## config.mk

```make
export PLATFORM = sky130hd
export DESIGN_NAME = txn_line_tracker
export DESIGN_NICKNAME = d
export VERILOG_FILES = /design/src/rtl/txn_pkg.sv /design/src/rtl/txn_ctrl.sv /design/src/rtl/txn_line_array.sv /design/src/rtl/txn_line_tracker.sv
export SDC_FILE = /design/constraint.sdc
export NUM_CORES = 1
export LEC_CHECK = 0
export ABC_AREA = 1
export BUFFER_PORTS_ARGS = -buffer_cell sky130_fd_sc_hd__clkbuf_2
export CAP_MARGIN = 0
export CORE_MARGIN = 10
export CORE_UTILIZATION = 63
export DETAILED_ROUTE_END_ITERATION = 8
export PLACE_DENSITY = 0.87
export SETUP_SLACK_MARGIN = 0.05
export SLEW_MARGIN = 10
export SYNTH_ARGS = -nofsm -noshare
export SYNTH_HDL_FRONTEND = slang
export SYNTH_SLANG_ARGS = --single-unit
```

## constraint.sdc

```tcl
create_clock -name clk -period 4.18 [get_ports clk]
set_clock_uncertainty 0.1 [all_clocks]
set_input_delay 0.418 -clock clk [delete_from_list [all_inputs] [get_ports clk]]
set_output_delay 0.418 -clock clk [all_outputs]
set_load 0.05 [all_outputs]
```

## src/rtl/txn_pkg.sv

```systemverilog
package txn_pkg;
  localparam int NUM_THREADS = 2;

  typedef enum logic [1:0] {
    CAUSE_EXPLICIT = 2'd0,
    CAUSE_CONFLICT = 2'd1,
    CAUSE_CAPACITY = 2'd2
  } abort_cause_e;

  // control -> datapath strobes, one bit per thread
  typedef struct packed {
    logic [NUM_THREADS-1:0] trackEn;    // thread has an open, surviving transaction
    logic [NUM_THREADS-1:0] clearSets;  // drop all set bits of the thread
    logic [NUM_THREADS-1:0] discard;    // invalidate lines in the thread's write set
  } ctrl_strobe_t;
endpackage

```

## src/rtl/txn_ctrl.sv

```systemverilog
module txn_ctrl
  import txn_pkg::*;
(
  input  logic                       clk,
  input  logic                       rst_n,
  input  logic [NUM_THREADS-1:0]     beginCmd,
  input  logic [NUM_THREADS-1:0]     endCmd,
  input  logic [NUM_THREADS-1:0]     abortCmd,
  input  logic [NUM_THREADS-1:0]     conflictHit,
  input  logic [NUM_THREADS-1:0]     capacityHit,
  output ctrl_strobe_t               strb,
  output logic [NUM_THREADS-1:0]     txActive,
  output logic [NUM_THREADS-1:0]     commitStrobe,
  output logic [NUM_THREADS-1:0]     abortStrobe,
  output logic [2*NUM_THREADS-1:0]   abortCause
);
  logic [NUM_THREADS-1:0]   activeQ;
  logic [NUM_THREADS-1:0]   activeN;
  logic [NUM_THREADS-1:0]   abortNow;
  logic [NUM_THREADS-1:0]   commitNow;
  logic [2*NUM_THREADS-1:0] causeN;

  for (genvar t = 0; t < NUM_THREADS; t++) begin : g_thread
    abort_cause_e cause;

    assign abortNow[t]  = activeQ[t] & (abortCmd[t] | conflictHit[t] | capacityHit[t]);
    assign commitNow[t] = activeQ[t] & endCmd[t] & ~abortNow[t];

    // explicit request outranks conflict, conflict outranks capacity
    always_comb begin
      if (abortCmd[t])         cause = CAUSE_EXPLICIT;
      else if (conflictHit[t]) cause = CAUSE_CONFLICT;
      else                     cause = CAUSE_CAPACITY;
    end

    assign causeN[2*t +: 2] = abortNow[t] ? cause : CAUSE_EXPLICIT;

    always_comb begin
      if (abortNow[t] || commitNow[t]) activeN[t] = 1'b0;
      else if (!activeQ[t] && beginCmd[t]) activeN[t] = 1'b1;
      else activeN[t] = activeQ[t];
    end
  end

  assign strb.trackEn   = activeQ & ~abortNow;
  assign strb.clearSets = abortNow | commitNow;
  assign strb.discard   = abortNow;
  assign txActive       = activeQ;

  always_ff @(posedge clk) begin
    if (!rst_n) begin
      activeQ      <= '0;
      commitStrobe <= '0;
      abortStrobe  <= '0;
      abortCause   <= '0;
    end else begin
      activeQ      <= activeN;
      commitStrobe <= commitNow;
      abortStrobe  <= abortNow;
      abortCause   <= causeN;
    end
  end
endmodule

```

## src/rtl/txn_line_array.sv

```systemverilog
module txn_line_array
  import txn_pkg::*;
#(
  parameter int NUM_LINES = 8,
  localparam int LINE_W   = $clog2(NUM_LINES)
) (
  input  logic                    clk,
  input  logic                    rst_n,
  input  ctrl_strobe_t            strb,
  input  logic                    accValid,
  input  logic                    accWrite,
  input  logic                    accThread,
  input  logic [LINE_W-1:0]       accLine,
  input  logic                    snpValid,
  input  logic                    snpWrite,
  input  logic [LINE_W-1:0]       snpLine,
  input  logic                    rplValid,
  input  logic [LINE_W-1:0]       rplLine,
  output logic [NUM_THREADS-1:0]  conflictHit,
  output logic [NUM_THREADS-1:0]  capacityHit,
  output logic                    wbValid,
  output logic [LINE_W-1:0]       wbLine,
  output logic                    rplGrant,
  output logic [NUM_LINES-1:0]    lineInvalidate,
  output logic [NUM_LINES-1:0]    lineValid
);
  logic [NUM_THREADS-1:0][NUM_LINES-1:0] rsQ, wsQ, rsN, wsN, setT;
  logic [NUM_LINES-1:0] validQ, validN, dirtyQ, dirtyN, discardMask, anyWs, pinned;
  logic [NUM_THREADS-1:0] otherAcc, ownAcc;
  logic storeWb, grantNow, evictWb, wbNow;
  logic [LINE_W-1:0] wbLineN;

  for (genvar t = 0; t < NUM_THREADS; t++) begin : g_thread
    assign setT[t]     = rsQ[t] | wsQ[t];
    assign otherAcc[t] = accValid && (accThread != 1'(t));
    assign ownAcc[t]   = accValid && (accThread == 1'(t)) && strb.trackEn[t];

    assign conflictHit[t] =
        (snpValid && (snpWrite ? setT[t][snpLine] : wsQ[t][snpLine])) ||
        (otherAcc[t] && (accWrite ? setT[t][accLine] : wsQ[t][accLine]));
    assign capacityHit[t] = rplValid && setT[t][rplLine];

    for (genvar l = 0; l < NUM_LINES; l++) begin : g_line
      logic hitHere;
      assign hitHere    = ownAcc[t] && (accLine == LINE_W'(l));
      assign rsN[t][l]  = strb.clearSets[t] ? 1'b0 : (rsQ[t][l] | (hitHere & ~accWrite));
      assign wsN[t][l]  = strb.clearSets[t] ? 1'b0 : (wsQ[t][l] | (hitHere &  accWrite));
    end
  end

  for (genvar l = 0; l < NUM_LINES; l++) begin : g_line
    logic accHere, evictHere;
    logic [NUM_THREADS-1:0] wsCol, setCol;
    for (genvar t = 0; t < NUM_THREADS; t++) begin : g_col
      assign wsCol[t]  = wsQ[t][l];
      assign setCol[t] = setT[t][l];
    end
    assign anyWs[l]       = |wsCol;
    assign pinned[l]      = |setCol;
    assign discardMask[l] = |(strb.discard & wsCol);
    assign accHere        = accValid && (accLine == LINE_W'(l));
    assign evictHere      = grantNow && (rplLine == LINE_W'(l));

    // speculative data of an aborted writer is dropped even if touched now
    always_comb begin
      if (discardMask[l]) begin
        validN[l] = 1'b0;
        dirtyN[l] = 1'b0;
      end else if (accHere) begin
        validN[l] = 1'b1;
        dirtyN[l] = dirtyQ[l] | accWrite;
      end else if (evictHere) begin
        validN[l] = 1'b0;
        dirtyN[l] = 1'b0;
      end else begin
        validN[l] = validQ[l];
        dirtyN[l] = dirtyQ[l];
      end
    end
  end

  // clean copy must reach the shared level before the first speculative store
  assign storeWb  = accValid && accWrite && strb.trackEn[accThread] &&
                    validQ[accLine] && dirtyQ[accLine] && !anyWs[accLine];
  assign grantNow = rplValid && !pinned[rplLine] && !storeWb &&
                    !(accValid && (accLine == rplLine));
  assign evictWb  = grantNow && validQ[rplLine] && dirtyQ[rplLine];
  assign wbNow    = storeWb || evictWb;
  assign wbLineN  = storeWb ? accLine : rplLine;

  assign lineValid = validQ;

  always_ff @(posedge clk) begin
    if (!rst_n) begin
      rsQ            <= '0;
      wsQ            <= '0;
      validQ         <= '0;
      dirtyQ         <= '0;
      wbValid        <= 1'b0;
      wbLine         <= '0;
      rplGrant       <= 1'b0;
      lineInvalidate <= '0;
    end else begin
      rsQ            <= rsN;
      wsQ            <= wsN;
      validQ         <= validN;
      dirtyQ         <= dirtyN;
      wbValid        <= wbNow;
      wbLine         <= wbNow ? wbLineN : '0;
      rplGrant       <= grantNow;
      lineInvalidate <= discardMask;
    end
  end
endmodule

```

## src/rtl/txn_line_tracker.sv

```systemverilog
module txn_line_tracker
  import txn_pkg::*;
#(
  parameter int NUM_LINES = 8,
  localparam int LINE_W   = $clog2(NUM_LINES)
) (
  input  logic                   clk,
  input  logic                   rst_n,
  input  logic [1:0]             beginCmd,
  input  logic [1:0]             endCmd,
  input  logic [1:0]             abortCmd,
  input  logic                   accValid,
  input  logic                   accWrite,
  input  logic                   accThread,
  input  logic [LINE_W-1:0]      accLine,
  input  logic                   snpValid,
  input  logic                   snpWrite,
  input  logic [LINE_W-1:0]      snpLine,
  input  logic                   rplValid,
  input  logic [LINE_W-1:0]      rplLine,
  output logic [1:0]             commitStrobe,
  output logic [1:0]             abortStrobe,
  output logic [3:0]             abortCause,
  output logic                   wbValid,
  output logic [LINE_W-1:0]      wbLine,
  output logic                   rplGrant,
  output logic [NUM_LINES-1:0]   lineInvalidate,
  output logic [NUM_LINES-1:0]   lineValid,
  output logic [1:0]             txActive
);
  ctrl_strobe_t strb;
  logic [NUM_THREADS-1:0] conflictHit, capacityHit;

  txn_ctrl u_ctrl (
    .clk          (clk),
    .rst_n        (rst_n),
    .beginCmd     (beginCmd),
    .endCmd       (endCmd),
    .abortCmd     (abortCmd),
    .conflictHit  (conflictHit),
    .capacityHit  (capacityHit),
    .strb         (strb),
    .txActive     (txActive),
    .commitStrobe (commitStrobe),
    .abortStrobe  (abortStrobe),
    .abortCause   (abortCause)
  );

  txn_line_array #(.NUM_LINES(NUM_LINES)) u_array (
    .clk            (clk),
    .rst_n          (rst_n),
    .strb           (strb),
    .accValid       (accValid),
    .accWrite       (accWrite),
    .accThread      (accThread),
    .accLine        (accLine),
    .snpValid       (snpValid),
    .snpWrite       (snpWrite),
    .snpLine        (snpLine),
    .rplValid       (rplValid),
    .rplLine        (rplLine),
    .conflictHit    (conflictHit),
    .capacityHit    (capacityHit),
    .wbValid        (wbValid),
    .wbLine         (wbLine),
    .rplGrant       (rplGrant),
    .lineInvalidate (lineInvalidate),
    .lineValid      (lineValid)
  );
endmodule

```

# Word-level counts from Yosys, hierarchy flattened
# Index checks and enable logic that the tools add are counted.
word_totals:
  in_bits: 23
  register_bits: 71
  word_cells: 329
  output_inout_bits: 31
classes:
  muxes: 65
  n_reduce_logical: 115
  n_eq_ne: 15
  bitwise_logic: 100
  n_lt_le_gt_ge: 4
op_table:
  columns: ["op", "n"]
  rows:
  - ["OR reduction 2 bit", 28]
  - ["logical AND 1 bit", 55]
  - ["binary-select mux 1 bit (select 3 bit)", 16]
  - ["two-way mux 1 bit", 46]
  - ["bitwise OR 1 bit", 44]
  - ["AND 1 bit", 38]
  - ["OR reduction 3 bit", 10]
  - ["== test 3 bit, second input constant", 8]
  - ["AND 2 bit", 9]
  - ["bitwise OR 8 bit", 2]
  - ["nonzero test 2 bit", 8]
  - ["== test 3 x 2 -> 1 bit, second input constant", 4]
  - ["less-than comparator 3 x 4 -> 1 bit, second input constant", 3]
  - ["== test 3 x 1 -> 1 bit, second input constant", 2]
  - ["logical NOT 1 bit", 6]
  - ["logical NOT 3 bit", 2]
  - ["logical OR 1 bit", 5]
  - ["inverter 1 bit", 5]
  - ["two-way mux 2 bit", 2]
  - ["== test 3 bit", 1]
  - ["two-way mux 3 bit", 1]
  - ["less-than comparator 1 x 2 -> 1 bit, second input constant", 1]
  - ["inverter 2 bit", 1]
  - ["bitwise OR 2 bit", 1]
  - ["AND reduction 2 bit", 1]

# Depth between registers and ports, before layout
# Gate-level depths: netlist of the first run.
depth:
  ltp_word: 24
  ltp_mapped: 17
  depth_no_buf: 15

# Modules after synthesis
# Synthesis of the first run repeated with hierarchy kept, for this count alone.
unflattened:
  cells_unflattened: 608
  area_unflattened_um2: 3967.6
by_module_without_submodules:
  columns: ["mod", "n_inst", "area_per_inst_um2", "seq_area_each_um2", "cells_each"]
  rows:
  - ["txn_line_array", 1, 3583.4, 1221.2, 560]
  - ["txn_ctrl", 1, 384.1, 200.2, 48]

# Worst setup path before layout of the first run
# No wires, ideal clock.
synth_timing:
  path_kind: "register to register"
  from: "reg u_array.validQ[6], in the netlist u_array.lineValid[6]"
  to: "reg u_array.wbLine[2]"
  setup_ps: 109
  stages_incl_launch_ff: 13
  arrival_ps: 1780
  setup_slack_ps: 2191
  cell_sequence: "dfxtp_1 > nand2_1 > nand2_1 > o221ai_2 > nor3b_2 > nand2_1 > a21oi_2 > nand2_2 > buf_6 > nand2_1 > nand2_1 > nand2_1 > inv_1"
synth_via:
  elab_chain_len: 12
  elab_cells_between_ends: 15
synth_lines:
  columns: ["element", "line", "source"]
  rows:
  - ["from (decl)", "txn_line_array.sv:28", "logic [NUM_LINES-1:0] validQ, validN, dirtyQ, dirtyN, discardMask, anyWs, pinned;"]
  - ["from (signal assigned)", "txn_line_array.sv:106", "validQ <= validN;"]
  - ["binary-select mux 1 bit (select 3 bit)", "txn_line_array.sv:84", "validQ[accLine] && dirtyQ[accLine] && !anyWs[accLine];"]
  - ["two-way mux 1 bit (not written as such)", "txn_line_array.sv:84", null]
  - ["logical AND 1 bit", "txn_line_array.sv:83", "assign storeWb = accValid && accWrite && strb.trackEn[accThread] &&"]
  - ["logical AND 1 bit (2 in series)", "txn_line_array.sv:84", null]
  - ["logical NOT 1 bit", "txn_line_array.sv:85", "assign grantNow = rplValid && !pinned[rplLine] && !storeWb &&"]
  - ["logical AND 1 bit (2 in series)", "txn_line_array.sv:85", null]
  - ["logical AND 1 bit (2 in series)", "txn_line_array.sv:87", "assign evictWb = grantNow && validQ[rplLine] && dirtyQ[rplLine];"]
  - ["logical OR 1 bit", "txn_line_array.sv:88", "assign wbNow = storeWb || evictWb;"]
  - ["AND reduction 2 bit (no source line)", null, null]
  - ["to (signal assigned)", "txn_line_array.sv:109", "wbLine <= wbNow ? wbLineN : '0;"]
  - ["to (decl)", "txn_line_array.sv:22", "output logic [LINE_W-1:0] wbLine,"]
# Several ways; a longest one is shown, not always the timed one. The select of a mux whose other input is x is not followed.
# A chain may end at the register's enable or synchronous reset.

# Final worst setup path of the first run
layout_timing:
  from: "reg u_array.wsQ, in the netlist u_array.g_line[0].wsCol[0]"
  to: "reg u_array.dirtyQ[1]"
layout_via:
  elab_chain_len: 22
  elab_cells_between_ends: 44
layout_lines:
  columns: ["element", "line", "source"]
  rows:
  - ["from (decl)", "txn_line_array.sv:27", "logic [NUM_THREADS-1:0][NUM_LINES-1:0] rsQ, wsQ, rsN, wsN, setT;"]
  - ["from (signal assigned)", "txn_line_array.sv:105", "wsQ <= wsN;"]
  - ["bitwise OR 8 bit", "txn_line_array.sv:34", "assign setT[t] = rsQ[t] | wsQ[t];"]
  - ["binary-select mux 1 bit (select 3 bit), on equally long branches", "txn_line_array.sv:39, txn_line_array.sv:40", null]
  - ["two-way mux 1 bit, on equally long branches (2 in series)", "txn_line_array.sv:39, txn_line_array.sv:40", null]
  - ["logical AND 1 bit, on equally long branches", "txn_line_array.sv:39, txn_line_array.sv:40", null]
  - ["logical OR 1 bit", "txn_line_array.sv:39", "(snpValid && (snpWrite ? setT[t][snpLine] : wsQ[t][snpLine])) ||"]
  - ["bitwise OR 1 bit (2 in series)", "txn_ctrl.sv:26", "assign abortNow[t] = activeQ[t] & (abortCmd[t] | conflictHit[t] | capacityHit[t]);"]
  - ["AND 1 bit", "txn_ctrl.sv:26", null]
  - ["inverter 2 bit", "txn_ctrl.sv:45", "assign strb.trackEn = activeQ & ~abortNow;"]
  - ["AND 2 bit", "txn_ctrl.sv:45", null]
  - ["two-way mux 1 bit (not written as such) (2 in series)", "txn_line_array.sv:83", null]
  - ["logical AND 1 bit (2 in series)", "txn_line_array.sv:83", null]
  - ["logical AND 1 bit (2 in series)", "txn_line_array.sv:84", null]
  - ["logical NOT 1 bit", "txn_line_array.sv:85", null]
  - ["logical AND 1 bit (2 in series)", "txn_line_array.sv:85", null]
  - ["logical AND 1 bit", "txn_line_array.sv:62", "assign evictHere = grantNow && (rplLine == LINE_W'(l));"]
  - ["nonzero test 2 bit (no source line)", null, null]
  - ["to (signal assigned)", "txn_line_array.sv:107", "dirtyQ <= dirtyN;"]
  - ["to (decl)", "txn_line_array.sv:28", null]
# Several ways; a longest one is shown, not always the timed one. The select of a mux whose other input is x is not followed.

==> flow_summary.yaml, run 1 <==
synth:
  async_flop_share_pct: 0
  yosysWarningCount: 0
  synth_top_area_share_pct: 33.6
  syn_area_per_cell_um2: 6.63
  synth.distinct_cells: 40
  synth-edff-count: 0
  synthCells: 638
  synth_area_um2: 4230
  syn-num-nets: 661
  yosysTopAreaCell: "dfxtp_1"
  ys_seq_elements: 71
  synth_top_flop_cell: "dfxtp_1"
  yosysSeqAreaShare_pct: 33.6
  synth.area.top_cells: "dfxtp_1, nand2_1, nor2_1"
cts:
  h-tree-depth: 3
  cts_setup_buffers: 0
  clk_latency_ns: 0.36
  cts_max_path_buffers: 2
  ctsResizeCount: 0
  cts.clk_slew.worst_paths_ns: 0.08
  root_buffer: "clkbuf_8"
  numCtsBuffers: 9
  clock_sinks: 71
  cts_tree: "yes"
  holdBufCountCts: 0
setup_path:
  reg2reg_depth: 10
  critPathMaxFanout: 7
  worstPathArrival_ns: 2.84
  worstPathRequired_ns: 4.34
  r2r_slack_ns: 1.50
  critPathKind: "reg2reg"
  r2r_end: "u_array.dirtyQ[1]"
  critPathCaptureType: "flop"
  startpoint_type: "flop"
  r2r-start: "u_array.g_line[0].wsCol[0]"
sta:
  setup_violations: 0
  maxClockFrequency_mhz: 373
  tns_ns: 0
  maxSlewHeadroom_pct: 57.5
  post-route-min-period_ns: 2.68
  final_max_slew_viol_count: 0
  worst_pin_slew_ns: 0.637
  hold_viol_final: 0
  timing.final.crit_share_pct: 64.1
  rsz0062_at_grt: "no"
route:
  routed_via_density: 6.32
  wirelength_um: 15300
  drtAntennaViolNets: 0
  wl_met2_um: 6380
  drt-met1-wl_um: 5730
  wl_per_cell_um: 20.1
  routed-via-count: 4807
  firstDrtPassIters: 6
  highest_layer: "met4"
  wl_met3_um: 2260
  drc: 0
  drt_iter0_drc: 621
cells_and_area:
  nNetsFinal: 702
  n_fill_cell: 540
  final_util_pct: 72.8
  multi_input_area_um2: 2320
  syn2layout_area_growth_pct: 10.5
  antenna_cells: 0
  regArea_um2: 1420
  drive_gt1_share_pct: 19.2
floorplanning:
  dieHeight_um: 102
  start_util_pct: 65.9
  core_region_area_um2: 6420
  rows: 29
  fp.dieW_um: 102
  ioPinCount: 54
  die-area_um2: 10400
run_status:
  status: "finished clean"
grt:
  grt_pass1_vias: 4387
  gr-usage-all-layers_pct: 29.1
  antenna_found_initial: 0
  grt_start_max_net_pins: 29
  overflow: 0
  grt_pass1_wl_um: 23400
hold_path:
  holdPathEnd: "u_ctrl.txActive[0]"
  hp-start: "beginCmd[0]"
  hp-class: "in2reg"
  hold_depth: 3
power_and_ir_drop:
  power_density_nw_per_um2: 354
  leakagePower_uw: 0.00212
  max-vdd-ir-drop_mv: 0.289
placed_design:
  hpwl_um: 11200
  gp_congestion: 1.06
  port_buffers: 53
job:
  max_cap_viol_count: 0
-- sequential cells by signal, summed over array words and instances (netlist names) --
register and count:
u_array.dirtyQ 8, u_array.g_line.wsCol 16, u_array.lineInvalidate 8, u_array.lineValid 8
u_array.rplGrant 1, u_array.rsQ 16, u_array.wbLine 3, u_array.wbValid 1
u_ctrl.abortCause 4, u_ctrl.abortStrobe 2, u_ctrl.commitStrobe 2, u_ctrl.txActive 2
-- per-layer routing --
layer / vias to the layer above / track usage, %
met2: 393 / 42.3
li1: 2184 / -
met4: 0 / 17.6
met1: 2144 / 36.8
met3: 86 / 9.38
met5: - / 0
-- synthesized netlist by cell type (8+ instances only) --
library cell,n
nand3_1,65
inv_1,74
inv_2,9
nand2_1,118
a21oi_2,20
nand4_1,35
a21oi_1,40
nor3_1,10
o21ai_0,10
nor2_1,109
dfxtp_1,71
buf_6,8
nand3_2,9
-- cells in the final DEF, fill, tap and decap left out, types with 2 or more instances in the layout --
cell type / Yosys / routed
nand3_4: 3 / 3
dfxtp_1: 71 / 71
a21oi_1: 40 / 40
nand2_4: 2 / 2
inv_2: 9 / 9
clkbuf_2: 0 / 53
nand3b_1: 2 / 2
nand4_1: 35 / 35
clkinv_1: 2 / 2
nor2_4: 2 / 2
nor4_1: 2 / 2
o21ai_0: 10 / 10
nand3_2: 9 / 9
o22ai_1: 3 / 3
bufinv_16: 0 / 3
inv_1: 74 / 74
clkbuf_8: 0 / 9
nand2_2: 7 / 7
nor2_1: 109 / 109
a21o_1: 3 / 3
nand3_1: 65 / 65
nand2_1: 118 / 118
a21oi_2: 20 / 20
nor3_1: 10 / 10
a31oi_1: 2 / 2
a31o_2: 4 / 4
-- critical path, stage by stage (launching register included) --
cell and delay, ns:
dfxtp_1 0.44, nor2_1 0.40, nand2_1 0.09, nand2_1 0.07
nand2_1 0.05, o31ai_1 0.39, nand3_1 0.40, nor2_1 0.36
nand3_1 0.15, nand2_1 0.09, nor2_1 0.04
-- final cells by class --
cell class,count,share of cell area (%)
clock buffers,9,2.65
clock inverters,7,2.57
inverters,85,6.82
multi-input cells,458,49.7
flip-flops and latches,71,30.4
well taps,77,2.06
repair buffers,54,5.83
-- logic make-up after synthesis --
kind of cell              count (synthesis)  synth area share (%)
DFF                                      71                  33.6
buffers and inverters                   109                  11.5
xor gates and xnor gates                  1                 0.207
AOI/OAI and AO/OA                        90                  13.8
and+or+nand+nor                         367                  40.9
-- power breakdown --
part | internal (µW) | leakage, µW | switching, µW
clock network | 398 | 0.000120 | 283
logic | 68.6 | 0.00142 | 208
registers | 686 | 0.000574 | 11.7
-- worst max path at each step --
| stage | from | endpoint | slack (ns) | cells after the start |
|---|---|---|---|---|
| floorplan | u_array.lineValid[6] | u_array.wbLine[2] | 2.19 | 12 |
| global placement | accWrite | u_array.lineValid[6] | 1.44 | 10 |
| detailed placement | accWrite | u_array.lineValid[6] | 1.32 | 10 |
| CTS | accWrite | u_array.lineValid[6] | 1.68 | 10 |
| global route | accWrite | u_array.dirtyQ[6] | 1.40 | 10 |
| finish | u_array.g_line[0].wsCol[0] | u_array.dirtyQ[1] | 1.50 | 10 |
-- stage by stage --
step	worst slack, ns	cells	power (µW)	hold WS (ns)	area [µm²]
floorplan	2.19	638	915	0.329	4230
global placement	1.44	745	973	0.340	4430
detailed placement	1.32	745	978	0.344	4430
CTS	1.68	761	1640	0.169	4680
global route	1.40	761	1700	0.193	4680
finish	1.50	761	1660	0.166	4680
(Power assumes the default switching activity.)
==> inputs of run 2 (changes only) <==
--- a/config.mk
+++ b/config.mk
@@ -5,13 +5,13 @@
 export SDC_FILE = /design/constraint.sdc
 export NUM_CORES = 1
 export LEC_CHECK = 0
-export ABC_AREA = 1
+export ABC_AREA = 0
 export BUFFER_PORTS_ARGS = -buffer_cell sky130_fd_sc_hd__clkbuf_2
 export CAP_MARGIN = 0
 export CORE_MARGIN = 10
-export CORE_UTILIZATION = 63
+export CORE_UTILIZATION = 52
 export DETAILED_ROUTE_END_ITERATION = 8
-export PLACE_DENSITY = 0.87
+export PLACE_DENSITY = 0.77
 export SETUP_SLACK_MARGIN = 0.05
 export SLEW_MARGIN = 10
 export SYNTH_ARGS = -nofsm -noshare
==> constraint.sdc (replaced) <==
create_clock -name clk -period 2.4 [get_ports clk]
set_clock_uncertainty 0.1 [all_clocks]
set_input_delay 0.24 -clock clk [delete_from_list [all_inputs] [get_ports clk]]
set_output_delay 0.24 -clock clk [all_outputs]
set_load 0.05 [all_outputs]
==> run 2 against run 1 <==
Effect of this change:
- the flow now finishes with violations (setup timing)
- fmax is 7.9% higher
- first-iteration DRC count is 20% lower
- area after synthesis is 9.0% lower
- power is 65% higher
- sequential power is 72% higher
- count of clock-buffer cells in the layout is 1 higher
- utilization is 3.8 points higher
- critical path type unchanged
- critical endpoint is now u_array.lineValid[0]
- highest routed layer unchanged
==> flow_summary.yaml, run 2 <==
synth:
  synth_top_flop_cell: "dfxtp_1"
  ys_seq_elements: 71
  synthCells: 451
  yosysSeqAreaShare_pct: 36.9
  async_flop_share_pct: 0
  netlist_top_cells_count: "nor2_1, dfxtp_1, a21oi_1, nand2_1, a211oi_1"
  yosysWarningCount: 0
  synth_most_common_cell: "nor2_1"
  synth-edff-count: 0
  syn-num-nets: 474
  synth_top_area_share_pct: 36.9
  synth_area_um2: 3850
  synth.area.top_cells: "dfxtp_1, nor2_1, mux4_2"
  synth.distinct_cells: 60
  syn_area_per_cell_um2: 8.54
  yosysTopAreaCell: "dfxtp_1"
setup_path:
  critPathMaxFanout: 11
  crit_path_start: "u_array.g_line[6].wsCol[1]"
  cpLargestDelayFamily: "compound AO/OA/AOI/OAI gates"
  cp.buffers_inverters: 2
  critPathCaptureType: "flop"
  startpoint_type: "flop"
  worstPathArrival_ns: 2.63
  critPathSlowestCell: "mux4_2"
  r2r-start: "u_array.g_line[6].wsCol[1]"
  critPathKind: "reg2reg"
  cp_cell_sequence: "buf_4 -> nor2_1 -> mux4_2 -> and2_4 -> o31a_1 -> a31oi_4 -> buf_12 -> a221o_1 -> a211oi_4"
  slowest_delay_ns: 0.47
  worstPathRequired_ns: 2.54
grt:
  grt_start_max_net_pins: 25
  gr-usage-all-layers_pct: 26.0
  grt_pass1_vias: 4185
  antenna_found_initial: 0
  grt_pass1_wl_um: 23200
  overflow: 0
floorplanning:
  start_util_pct: 53.4
  die-area_um2: 11200
  fp.dieW_um: 106
  rows: 31
  dieHeight_um: 106
  ioPinCount: 54
  core_region_area_um2: 7210
cells_and_area:
  syn2layout_area_growth_pct: 43.5
  n_fill_cell: 507
  design_area_um2: 5530
  nNetsFinal: 609
  final_cell_mix: "buf_4, nor2_1, clkbuf_2, dfxtp_1, a21oi_1"
  layout_commonest_cell: "buf_4"
  antenna_cells: 0
  drive_gt1_share_pct: 45.2
power_and_ir_drop:
  total_power_uw: 2730
  combPwrFrac_pct: 18.8
  max-vdd-ir-drop_mv: 0.323
  power_density_nw_per_um2: 495
  swShare_pct: 30.4
  p_seq_share_pct: 44.0
  clkPwrFrac_pct: 37.2
  leakagePower_uw: 0.00219
  p_int_uw: 1900
  p_switching_uw: 831
cts:
  clk_latency_ns: 0.37
  cts_max_path_buffers: 2
  clock_sinks: 71
  root_buffer: "clkbuf_8"
  numCtsBuffers: 9
  cts.clk_slew.worst_paths_ns: 0.09
  h-tree-depth: 3
  cts_tree: "yes"
hold_path:
  hp-start: "beginCmd[1]"
  hp-class: "in2reg"
route:
  drc: 0
  routed-via-count: 4469
  routed_via_density: 6.48
  firstDrtPassIters: 5
  drt_iter0_drc: 498
  wl_per_cell_um: 22.7
  wirelength_um: 15700
  drtAntennaViolNets: 0
sta:
  setup_violations: 34
  setup_ws_ns: -0.0846
  timing.final.crit_share_pct: 104
  rsz0062_at_grt: "yes"
  maxClockFrequency_mhz: 402
  post-route-min-period_ns: 2.48
  worst_pin_slew_ns: 0.770
  maxSlewHeadroom_pct: 48.6
  hold_viol_final: 0
  tns_ns: -1.27
  final_max_slew_viol_count: 0
run_status:
  status: "finished, violations left"
  violations: "setup timing"
placed_design:
  hpwl_um: 11200
  post_dp_cell_area_um2: 4860
  gp_congestion: 1.05
  port_buffers: 53
job:
  max_cap_viol_count: 0
==> run 2: changes by cell type after synthesis, sizes merged, moves of 10 or more <==
cell / delta
a31oi: +16
a211oi: +23
nor2: -31
nand3: -70
nor4: +11
nand4: -33
a22oi: +12
inv: -74
mux4: +11
nand2: -102
a221o: +10
a21oi: -30
==> run 2: worst paths after layout <==
check                    endpoint  slack (ns)  cells past startpoint
max          u_array.lineValid[0]       -0.08                      9
min            u_ctrl.txActive[1]        0.01                      3
max reg2reg  u_array.lineValid[0]       -0.08                      9
min reg2reg        u_array.rsQ[3]        0.42                      2
==> run 2: per-stage QoR <==
step                hold slack, ns  util (%)  instances  worst slack [ns]
floorplan                    0.216         -        451            0.0612
CTS                         0.0205      73.1        683           -0.0401
global placement             0.344      67.3        662            -0.154
detailed placement           0.347      67.3        662            -0.218
finish                      0.0138      76.6        690           -0.0846
global route                0.0213      76.6        690            -0.126
==> run 2: what timing repair did <==
| action | 4_1_cts | 5_1_grt |
|---|---|---|
| gates resized for setup | 41 | 51 |
| setup buffers | 6 | 7 |
| hold buffers | 1 | 0 |
| hold endpoints to repair | 1 | 0 |
| pin swaps | 15 | 20 |
| setup endpoints to repair | 69 | 67 |
==> run 2: per-layer routing <==
layer	GRT usage [%]	vias up	wire (µm)
met3	8.03	61	1980
met5	0	-	0
li1	-	1943	-
met1	32.8	2137	5920
met2	40.9	328	7250
met4	9.86	0	532
==> run 2: logic make-up (layout without fill, tap and decap cells) <==
| logic type | after synthesis | in the layout | synth area share [%] |
|---|---|---|---|
| AO/OA/AOI/OAI | 123 | 123 | 22.9 |
| flip-flops | 71 | 71 | 36.9 |
| XOR/XNOR | 3 | 3 | 0.683 |
| buffers and inverters | 49 | 189 | 6.17 |
| multiplexers | 22 | 22 | 9.36 |
| AND/OR/NAND/NOR | 183 | 183 | 24.0 |
==> run 2: final cells by class <==
class / instances / area [µm²] / area share, %
flip-flops and latches: 71 / 1460 / 26.4
clock inverters: 6 / 68.8 / 1.25
well taps: 99 / 124 / 2.24
multi-input cells: 331 / 2480 / 44.9
clock buffers: 10 / 138 / 2.49
repair buffers: 164 / 1220 / 22.1
inverters: 9 / 33.8 / 0.611
==> run 2: worst register-to-register path: cells and delay by family, from the launching register on <==
kind | cells | cell delay (ns)
DFF | 1 | 0.38
and+or+nand+nor | 2 | 0.23
muxes | 1 | 0.47
buffers and inverters | 2 | 0.30
AOI/OAI and AO/OA | 4 | 0.89
==> run 2: power by group through the flow <==
stage          sequential [µW]  clock, µW  combinational [µW]
6_report                  1200       1020                 513
4_1_cts                   1210       1010                 465
5_1_grt                   1210       1070                 537
3_5_place_dp              1240          0                 438
3_3_place_gp              1240          0                 431
2_1_floorplan             1280          0                 213
